===== config.mk =====
export PLATFORM = sky130hd
export DESIGN_NAME = dma_addr_walker
export DESIGN_NICKNAME = d
export VERILOG_FILES = /design/src/rtl/dma_walk_pkg.sv /design/src/rtl/dma_walk_seq.sv /design/src/rtl/dma_walk_ctr.sv /design/src/rtl/dma_addr_walker.sv
export SDC_FILE = /design/constraint.sdc
export NUM_CORES = 1
export LEC_CHECK = 0
export ABC_AREA = 0
export BUFFER_PORTS_ARGS = -buffer_cell sky130_fd_sc_hd__buf_2
export CORE_MARGIN = 1.5
export CORE_UTILIZATION = 55
export CTS_BUF_LIST = sky130_fd_sc_hd__clkbuf_4
export DETAILED_ROUTE_END_ITERATION = 10
export GPL_TIMING_DRIVEN = 1
export PLACE_DENSITY = 0.8
export SYNTH_ARGS = -nofsm -noshare
export SYNTH_HDL_FRONTEND = slang
export SYNTH_SLANG_ARGS = --single-unit
export TNS_END_PERCENT = 100

===== constraint.sdc =====
create_clock -name clk -period 4.7 [get_ports clk]
set_input_delay 0.235 -clock clk [delete_from_list [all_inputs] [get_ports clk]]
set_output_delay 0.235 -clock clk [all_outputs]
set_load 0.05 [all_outputs]

===== src/rtl/dma_walk_pkg.sv =====
package dma_walk_pkg;
   localparam int SIDES          = 2;
   localparam int SIDE_MEM       = 0;
   localparam int SIDE_PER       = 1;
   localparam int FIELD_W        = 3;
   localparam int NCODES         = 1 << FIELD_W;
   localparam int WRAP_LSB       = 16;
   localparam int WIDTH_LSB      = 28;
   localparam int WIDTH_MAX_CODE = 4;
   localparam int WORD_BYTES_LOG2 = 2;

   // log2 of the window, in words, selected by code 1 on a side
   function automatic int min_win_log2(input int side);
      return (side == SIDE_MEM) ? 5 : 0;
   endfunction
endpackage


===== src/rtl/dma_walk_seq.sv =====
module dma_walk_seq
   import dma_walk_pkg::*;
#(
   parameter int OFF_W    = 30,
   parameter int SEQ_W    = 32,
   parameter int MIN_LOG2 = 5
) (
   input  logic               clk,
   input  logic               rst_n,
   input  logic               seq_we,
   input  logic [SEQ_W-1:0]   seq_in,
   output logic [FIELD_W-1:0] wrap_code,
   output logic               wrap_on,
   output logic [OFF_W-1:0]   wrap_last,
   output logic               width_bad
);
   localparam int MAX_WIN_LOG2 = MIN_LOG2 + NCODES - 2;

   if (OFF_W < MAX_WIN_LOG2) begin : g_off_too_small
      $error("dma_walk_seq: offset counter narrower than the largest window");
   end
   if (SEQ_W < 31) begin : g_seq_too_small
      $error("dma_walk_seq: sequencing word lacks the width field");
   end

   logic [FIELD_W-1:0] code_q;
   logic [FIELD_W-1:0] width_q;
   logic [OFF_W-1:0]   last_tab [NCODES];

   // last offset inside each window, code 0 unused
   for (genvar k = 0; k < NCODES; k++) begin : g_tab
      if (k == 0) begin : g_nowrap
         assign last_tab[k] = '0;
      end else begin : g_win
         assign last_tab[k] = OFF_W'((64'd1 << (k - 1 + MIN_LOG2)) - 64'd1);
      end
   end

   always_ff @(posedge clk or negedge rst_n) begin
      if (!rst_n) begin
         code_q  <= '0;
         width_q <= '0;
      end else if (seq_we) begin
         code_q  <= seq_in[WRAP_LSB +: FIELD_W];
         width_q <= seq_in[WIDTH_LSB +: FIELD_W];
      end
   end

   logic unused_seq_bits;
   assign unused_seq_bits = ^{seq_in[SEQ_W-1:31], seq_in[27:19], seq_in[15:0]};

   assign wrap_code = code_q;
   assign wrap_on   = |code_q;
   assign wrap_last = last_tab[code_q];
   assign width_bad = width_q > FIELD_W'(WIDTH_MAX_CODE);
endmodule


===== src/rtl/dma_walk_ctr.sv =====
module dma_walk_ctr
   import dma_walk_pkg::*;
#(
   parameter int AW    = 32,
   parameter int OFF_W = 30
) (
   input  logic             clk,
   input  logic             rst_n,
   input  logic             ptr_we,
   input  logic [AW-1:0]    ptr_in,
   input  logic             step,
   input  logic             wrap_on,
   input  logic [OFF_W-1:0] wrap_last,
   output logic [AW-1:0]    addr
);
   if (OFF_W + WORD_BYTES_LOG2 != AW) begin : g_bad_off
      $error("dma_walk_ctr: offset width must be the word part of the address");
   end

   logic [AW-1:0]    base_q;
   logic [OFF_W-1:0] off_q;
   logic             at_end;

   assign at_end = wrap_on && (off_q >= wrap_last);

   always_ff @(posedge clk or negedge rst_n) begin
      if (!rst_n) begin
         base_q <= '0;
         off_q  <= '0;
      end else if (ptr_we) begin
         base_q <= ptr_in;
         off_q  <= '0;
      end else if (step) begin
         off_q  <= at_end ? '0 : off_q + OFF_W'(1);
      end
   end

   assign addr = base_q + {off_q, {WORD_BYTES_LOG2{1'b0}}};
endmodule


===== src/rtl/dma_addr_walker.sv =====
module dma_addr_walker
   import dma_walk_pkg::*;
#(
   parameter int AW    = 32,
   parameter int SEQ_W = 32
) (
   input  logic             clk,
   input  logic             rst_n,
   input  logic             mem_ptr_we,
   input  logic [AW-1:0]    mem_ptr_in,
   input  logic             mem_seq_we,
   input  logic [SEQ_W-1:0] mem_seq_in,
   input  logic             per_ptr_we,
   input  logic [AW-1:0]    per_ptr_in,
   input  logic             per_seq_we,
   input  logic [SEQ_W-1:0] per_seq_in,
   input  logic             adv,
   output logic [AW-1:0]    mem_addr,
   output logic [AW-1:0]    per_addr,
   output logic             cfg_err
);
   localparam int OFF_W = AW - WORD_BYTES_LOG2;

   if (AW < 16) begin : g_aw_small
      $error("dma_addr_walker: address too narrow for the memory window table");
   end

   logic               ptr_we_v  [SIDES];
   logic [AW-1:0]      ptr_in_v  [SIDES];
   logic               seq_we_v  [SIDES];
   logic [SEQ_W-1:0]   seq_in_v  [SIDES];
   logic [AW-1:0]      addr_v    [SIDES];
   logic [FIELD_W-1:0] code_v    [SIDES];
   logic [SIDES-1:0]   width_bad;
   logic               step;
   logic [FIELD_W-1:0] mem_wrap_code;

   assign ptr_we_v[SIDE_MEM] = mem_ptr_we;
   assign ptr_in_v[SIDE_MEM] = mem_ptr_in;
   assign seq_we_v[SIDE_MEM] = mem_seq_we;
   assign seq_in_v[SIDE_MEM] = mem_seq_in;
   assign ptr_we_v[SIDE_PER] = per_ptr_we;
   assign ptr_in_v[SIDE_PER] = per_ptr_in;
   assign seq_we_v[SIDE_PER] = per_seq_we;
   assign seq_in_v[SIDE_PER] = per_seq_in;

   assign cfg_err = |width_bad;
   assign step    = adv & ~cfg_err;

   for (genvar s = 0; s < SIDES; s++) begin : g_side
      logic             wrap_on;
      logic [OFF_W-1:0] wrap_last;

      dma_walk_seq #(
         .OFF_W    (OFF_W),
         .SEQ_W    (SEQ_W),
         .MIN_LOG2 (min_win_log2(s))
      ) u_seq (
         .clk       (clk),
         .rst_n     (rst_n),
         .seq_we    (seq_we_v[s]),
         .seq_in    (seq_in_v[s]),
         .wrap_code (code_v[s]),
         .wrap_on   (wrap_on),
         .wrap_last (wrap_last),
         .width_bad (width_bad[s])
      );

      dma_walk_ctr #(
         .AW    (AW),
         .OFF_W (OFF_W)
      ) u_ctr (
         .clk       (clk),
         .rst_n     (rst_n),
         .ptr_we    (ptr_we_v[s]),
         .ptr_in    (ptr_in_v[s]),
         .step      (step),
         .wrap_on   (wrap_on),
         .wrap_last (wrap_last),
         .addr      (addr_v[s])
      );
   end

   logic [FIELD_W-1:0] unused_per_code;
   assign unused_per_code = code_v[SIDE_PER];

   assign mem_wrap_code = code_v[SIDE_MEM];
   assign mem_addr      = addr_v[SIDE_MEM];
   assign per_addr      = addr_v[SIDE_PER];
endmodule


* Word-level counts from Yosys, hierarchy flattened
Memory sizes are Yosys's and may differ from the RTL's. Cells that the tools add are included.
Word-level totals: register bits after elaboration 136, bits in read-only memories 480, bits of input ports 135, output and inout port bits 65, word-level logic and storage cells 41, memories 2
Memories:
- (no name shown) | depth 8, width 30, rd ports 1, clocked after Yosys merged registers in 0, write ports 0, RTL line dma_walk_seq.sv:54 | assign wrap_last = last_tab[code_q];
- (no name shown) | depth 8, width 30, rd ports 1, clocked after Yosys merged registers in 0, write ports 0, RTL line dma_walk_seq.sv:54
Operators by class: add/sub/neg operators 4, order comparisons 6, muxes and demuxes 10, bitwise logic cells 4, reduce and logical (&&, ||, !) cells 7
Operator list (count):
- $mux W30 | 10
- $add A32 B32 Y32 | 2
- $add A30 B1 Y30 const B | 2
- $ge A30 B30 Y1 | 2
- $ge A4 B4 Y1 const B | 2
- $not A3 Y4 | 2
- $gt A3 B3 Y1 const B | 2
- $reduce_or A3 Y1 | 2
- $reduce_bool A2 Y1 | 2
- $logic_and A1 B1 Y1 | 2
- $reduce_or A2 Y1 | 1
- $and A1 B1 Y1 | 1
- $not A1 Y1 | 1

* Logic depth before layout (Yosys ltp)
depth in word-level cells 9, mapped depth 12, mapped depth without buffers 11

* By module
Synthesis repeated with hierarchy kept, for this count alone.
Unflattened totals: cells, all modules 1257, area, all modules 11352.1 sq um
Modules (own cells, without submodules):
- dma_walk_ctr (g_side[1].u_ctr) | times used 1, cells each 587, area an instance 5216.3 sq um, sequential area each 1551.5 sq um
- dma_walk_ctr (g_side[0].u_ctr) | times used 1, cells each 576, area an instance 5133.7 sq um, sequential area each 1551.5 sq um
- dma_walk_seq | times used 2, cells each 46, area an instance 494.2 sq um, sequential area each 150.1 sq um
- dma_addr_walker | times used 1, cells each 2, area an instance 13.8 sq um, sequential area each 0.0 sq um

* Worst setup path before layout
No wires, ideal clock.
path kind reg-to-output, start register g_side[0].u_ctr.off_q[8], end output port mem_addr[31], arrival 3.256 ns, required time 4.465 ns, path slack 1.209 ns, cell stages (with the launch flop) 9, path buffers 0, cells stage by stage dfrtp_1 ha_1 and2_1 nand4_1 a21oi_1 nor2_1 o31ai_1 a21oi_1 a311oi_1
Between the ends: cells in the longest elaborated chain, start to end 1
RTL lines:
- start, declared | RTL line dma_walk_ctr.sv:21 | logic [OFF_W-1:0] off_q;
- start signal, assigned | RTL line dma_walk_ctr.sv:34 | off_q <= at_end ? '0 : off_q + OFF_W'(1);
- $add A32 B32 Y32 | RTL line dma_walk_ctr.sv:38 | assign addr = base_q + {off_q, {WORD_BYTES_LOG2{1'b0}}};
- end, declared | RTL line dma_addr_walker.sv:18 | output logic [AW-1:0] mem_addr,
No other way between the ends.

* Final worst setup path
start register g_side[1].u_ctr.off_q[14], end output port per_addr[29]
Between the ends: cells in the longest elaborated chain, start to end 1
RTL lines:
- start, declared | RTL line dma_walk_ctr.sv:21
- start signal, assigned | RTL line dma_walk_ctr.sv:34
- $add A32 B32 Y32 | RTL line dma_walk_ctr.sv:38
- end, declared | RTL line dma_addr_walker.sv:19 | output logic [AW-1:0] per_addr,
No other way between the ends.

==> impl.org <==
** Layout
- Of the cells placed in the final design, the portion with a size suffix greater than 1 is 21.02%.
- Area Overhead vs Synth :: 20.91%
- Cells fill 68.54% of the core in the end.
- Area of combinational cells with multiple inputs :: slightly below 6000 sq um
- Register area :: 3403 sq um
- NumNets Final :: approximately 1.4k
- Once layout is done, the placed cells without fillers occupy between 10000 and 15000 sq um.
- The filler cells instantiated in the layout total about 1.3k.

** Logic synthesis
- Nets in the synthesized netlist :: between 1k and 1.5k
- In this run, synthesis inferred 0 flip-flops with an integrated enable.
- Summing the areas of all compound-gate instances in the mapped netlist gives 18.07% of the synthesized area.
- Yosys mapped the design onto 62 distinct sky130hd cell types.
- Leading area contributor after synthesis :: sky130_fd_sc_hd__dfrtp_1
- Of all flip-flops after synthesis, the portion carrying an async set or reset was between 90% and 100%.
- Fraction of synthesized cell area taken by the top area cell type :: 35.95%
- By area, the combinational part of the netlist is dominated by compound AO/OA/AOI/OAI gates.
- The synthesized design contains around 140 register bits.
- Post-synthesis cell area :: between 9000 and 10000 sq um
- Simple-Gate Fraction of Synth Area :: ~18%
- Of the total synthesized cell area, the portion taken by full adders, half adders and majority gates is between 10% and 20%.
- The share of the Yosys chip area taken by registers is between 30 and 40%.
- By area the synthesized netlist is led by sky130_fd_sc_hd__dfrtp_1 (36%), sky130_fd_sc_hd__ha_1 (9.8%), sky130_fd_sc_hd__mux2_2 (8.7%).
- Count of mapped cells out of synthesis :: roughly 1k
- For this run, the number of Yosys warnings is 0.
- The synthesized netlist devotes between 5 and 6% of its cell area to XOR and XNOR gates.
- The portion of synthesized area spent on multiplexers is 9.422%.
- Among all flip-flop cells after synthesis, the most frequent one is sky130_fd_sc_hd__dfrtp_1.
- Synth Area per Inst :: 9.237 sq um

** Hold path
- The worst hold path passes through 2 cells.
- Class of the most critical hold timing path :: in2reg
- The startpoint identified for the worst hold timing path is per_seq_we.
- Worst Hold Path EP :: g_side[1].u_seq.wrap_code[0]$_DFFE_PN0P_

** STA
- Fin. Hold Viols :: 0
- Based on the critical path, the design can be clocked at up to 244.9 MHz.
- Setup repair after global routing left no endpoint under its margin.
- The number of max-slew violations in the final report is 0.
- Fin crit share :: roughly 87%
- Clock skew after layout :: 0.01695 ns
- Final setup violation count :: 0
- Transition at the pin with the smallest max-transition slack :: 1.001 ns
- Time the final worst path needs with I/O delays and setup :: approximately 4.1 ns
- Setup Total Neg Slack :: 0 ns
- Slew headroom :: 33.27%
- In the post-route analysis, the smallest setup slack over all paths is 0.6161 ns.

** Place
- Summing all placed instances gives a cell area of just over 10000 sq um.
- In this run the tool buffered the top-level ports with between 100 and 150 buffer cells.
- Worst setup timing slack at the placement stage :: approximately 1.2 ns
- Summed over all nets, the half-perimeter wirelength after detailed placement is about 16000 um.
- The congestion estimate from routability-driven global placement came to ~0.92.

** Floorplan
- Overall die height :: between 100 and 150 um
- Full die area :: 18010 sq um
- For this configuration, the core starts out at a cell density of between 50% and 60%.
- The floorplan step defined a core boundary enclosing about 17000 sq um.
- 200 I/O pins were placed.
- Row Count :: 47
- The die is between 100 and 150 um wide.

** Worst setup path
- Req. time, crit path :: roughly 4.5 ns
- Of all nets on the critical path, the largest fanout is 6.
- Sort of element at the start of the critical path :: flop
- Critical path class :: reg2out
- The worst setup path is captured at an output pin.
- Worst reg2reg setup slack :: about 1.2 ns
- Startpoint of the worst-slack reg-to-reg timing path :: g_side[0].u_seq.wrap_code[2]$_DFFE_PN0P_
- Worst reg-to-reg path cell count :: 12
- Arrival time worst endpoint :: slightly below 4 ns
- The endpoint identified for the worst register-to-register timing path is g_side[0].u_ctr.off_q[2]$_DFFE_PN0P_.

** GRT
- GRT overflow :: 0
- The first global-routing pass estimated slightly below 40000 um of wire.
- The number of global-route vias before repair came to around 8.0k.
- The number of antenna violations at the first check in global routing was 1.
- In the global route stage, overall resource usage came out at a little over a quarter.
- Pin count of the biggest net entering global routing :: around 110

** Detailed routing
- Total wire length after detailed routing :: approximately 24000 um
- For this run, the detailed router's first-pass iteration total came to 5.
- The first routing iteration left ~590 violations.
- For this run, design rule violations remaining after detail routing come to 0.
- Routed WL per cell :: about 16 um
- The count of nets left with antenna violations once routing finished came out at 0.
- Dividing the detail-routed via count by the number of cells gives ~5.8.
- Summing over every cut layer, the via total after detailed routing is ~8.6k.

** Clock tree
- TritonCTS built the clock tree.
- Insertion delay to the later sink of the worst-skew pair :: ~0.56 ns
- In this run the number of H-tree levels came out at 4.
- In this run the post-CTS setup repair buffer count came out at 0.
- CTS placed an instance of sky130_fd_sc_hd__clkbuf_4 at the clock tree root.
- Total CTS buffers :: 17
- Clock-pin slew was measured on the worst setup and hold paths at ~0.12 ns.
- Counting along the longest clock path gives a buffer depth of 2.
- For this design, the sink count on the clock tree is approximately 140.

** Pwr
- Total chip power :: 2.920 mW
- Leak :: 5.452 nW
- Across the VDD grid, the largest voltage drop is 0.0001898 V.
- Logic gate share of total power :: about 28%
- Sequential cells burn 44.1% of the power.
- Net switching power of the design :: between 1 and 1.5 mW
- Total power density per cell area :: 255.1 nW/um^2
- In this run switching power makes up between 30% and 40% of total power.
- Per report_power, the clock group accounts for roughly 28% of the total.
- Internal power of the cells :: 1.905 mW

** Flow run
- The tool flagged a number of max-cap violations equal to 0.

** Status
- The flow ran to the end, and the final reports show no timing, DRC or antenna violations.
[worst max-delay path, stage by stage (launching register included)]
cell and delay (ns):
sky130_fd_sc_hd__dfrtp_1 0.46, sky130_fd_sc_hd__ha_1 0.40, sky130_fd_sc_hd__a211oi_1 0.25, sky130_fd_sc_hd__nor2_1 0.09, sky130_fd_sc_hd__o41ai_1 0.52, sky130_fd_sc_hd__nand4b_1 0.25
sky130_fd_sc_hd__a31oi_1 0.32, sky130_fd_sc_hd__o211ai_1 0.19, sky130_fd_sc_hd__a221oi_1 0.34, sky130_fd_sc_hd__xnor2_1 0.17, sky130_fd_sc_hd__buf_2 0.29
[state kept, by name, indices dropped and copies added, names as in the netlist]
name and count:
g_side.u_ctr.base_q 64, g_side.u_ctr.off_q 60, g_side.u_seq.width_q 6, g_side.u_seq.wrap_code 6
[placed cells by master, fill, tap and decap left out, types with 31 or more instances in the layout]
cell type                       synthesis  layout
sky130_fd_sc_hd__nor2_1                62      62
sky130_fd_sc_hd__a21o_1                31      31
sky130_fd_sc_hd__dfrtp_1              136     136
sky130_fd_sc_hd__dlygate4sd3_1          0      81
sky130_fd_sc_hd__ha_1                  74      74
sky130_fd_sc_hd__a21oi_1               59      59
sky130_fd_sc_hd__nand2_1               86      86
sky130_fd_sc_hd__nand3_1               42      42
sky130_fd_sc_hd__o21ai_0               76      76
sky130_fd_sc_hd__buf_2                  2     146
sky130_fd_sc_hd__xnor2_1               37      37
sky130_fd_sc_hd__and3_1                31      31
sky130_fd_sc_hd__mux2_2                73      73
[power by group through the flow]
| stage | clock network (mW) | logic, mW | registers (mW) |
|---|---|---|---|
| after global placement | 0 | 0.747 | 1.31 |
| final | 0.807 | 0.825 | 1.29 |
| after global routing | 0.863 | 0.888 | 1.30 |
| after CTS | 0.825 | 0.818 | 1.29 |
| after detailed placement | 0 | 0.763 | 1.31 |
| after floorplan | 0 | 0.576 | 1.29 |
[final cells by class]
class	count	share of cell area (%)
clock buffers	20	1.312
well taps	220	2.405
inverters	30	0.9837
repair buffers	233	13.89
diodes	1	0.02186
flip-flops and latches	136	29.73
clock inverters	12	1.159
multi-input cells	820	50.50
[Yosys cell counts (all sizes together) (4+ instances only)]
library cell,n
a221o,8
nor2,63
mux2i,7
or4,5
xnor2,37
nand2,86
or2,5
o211ai,10
nor3,28
a22o,4
buf,10
nand2b,8
nand4,26
xor2,24
and3,31
a21oi,60
a31oi,15
nor4,14
a21o,31
or3,4
o31a,9
inv,30
dfrtp,136
clkbuf,29
o31ai,5
mux2,73
a211oi,6
nand3,42
o21bai,4
ha,74
nor2b,9
o21a,9
and4,4
o21ai,84
[what timing repair did]
| item | 4_1_cts | 5_1_grt |
|---|---|---|
| resized for setup | 0 | 0 |
| endpoints found under the hold margin | 180 | 0 |
| hold buffers | 81 | 0 |
[metrics by stage]
stage               hold slack, ns  cells
CTS                     0.00007594   1471
floorplan                 -0.06059   1025
finish                     0.03122   1472
detailed placement          0.4339   1358
global route               0.01014   1472
global placement            0.4252   1358
[cells by family (layout without fill, tap and decap cells)]
logic type / Yosys count / in the layout
simple gates: 335 / 335
flops: 136 / 136
mux: 80 / 80
fa+ha+maj: 76 / 76
compound gates: 268 / 268
buf+inv: 69 / 295
other cells: 0 / 1
xor+xnor: 61 / 61
[worst max path at each step]
stage	slack (ns)	end	start	depth (start not counted)
after floorplan	1.21	mem_addr[31]	g_side[0].u_ctr.off_q[8]$_DFFE_PN0P_	8
after global placement	1.34	per_addr[29]	g_side[1].u_ctr.off_q[14]$_DFFE_PN0P_	10
after detailed placement	1.24	per_addr[29]	g_side[1].u_ctr.off_q[14]$_DFFE_PN0P_	10
after CTS	0.62	per_addr[29]	g_side[1].u_ctr.off_q[14]$_DFFE_PN0P_	10
after global routing	0.32	per_addr[29]	g_side[1].u_ctr.off_q[14]$_DFFE_PN0P_	10
final	0.62	per_addr[29]	g_side[1].u_ctr.off_q[14]$_DFFE_PN0P_	10
[per-layer routing]
layer	vias to the layer above	share of wire, %	track usage, %
li1	4238	-	-
met1	4075	48	37.21
met2	267	46	42.42
met3	25	5.5	5.442
met4	0	0.96	5.974
met5	-	0	0
Note: power is estimated with default switching activity, not from simulation.
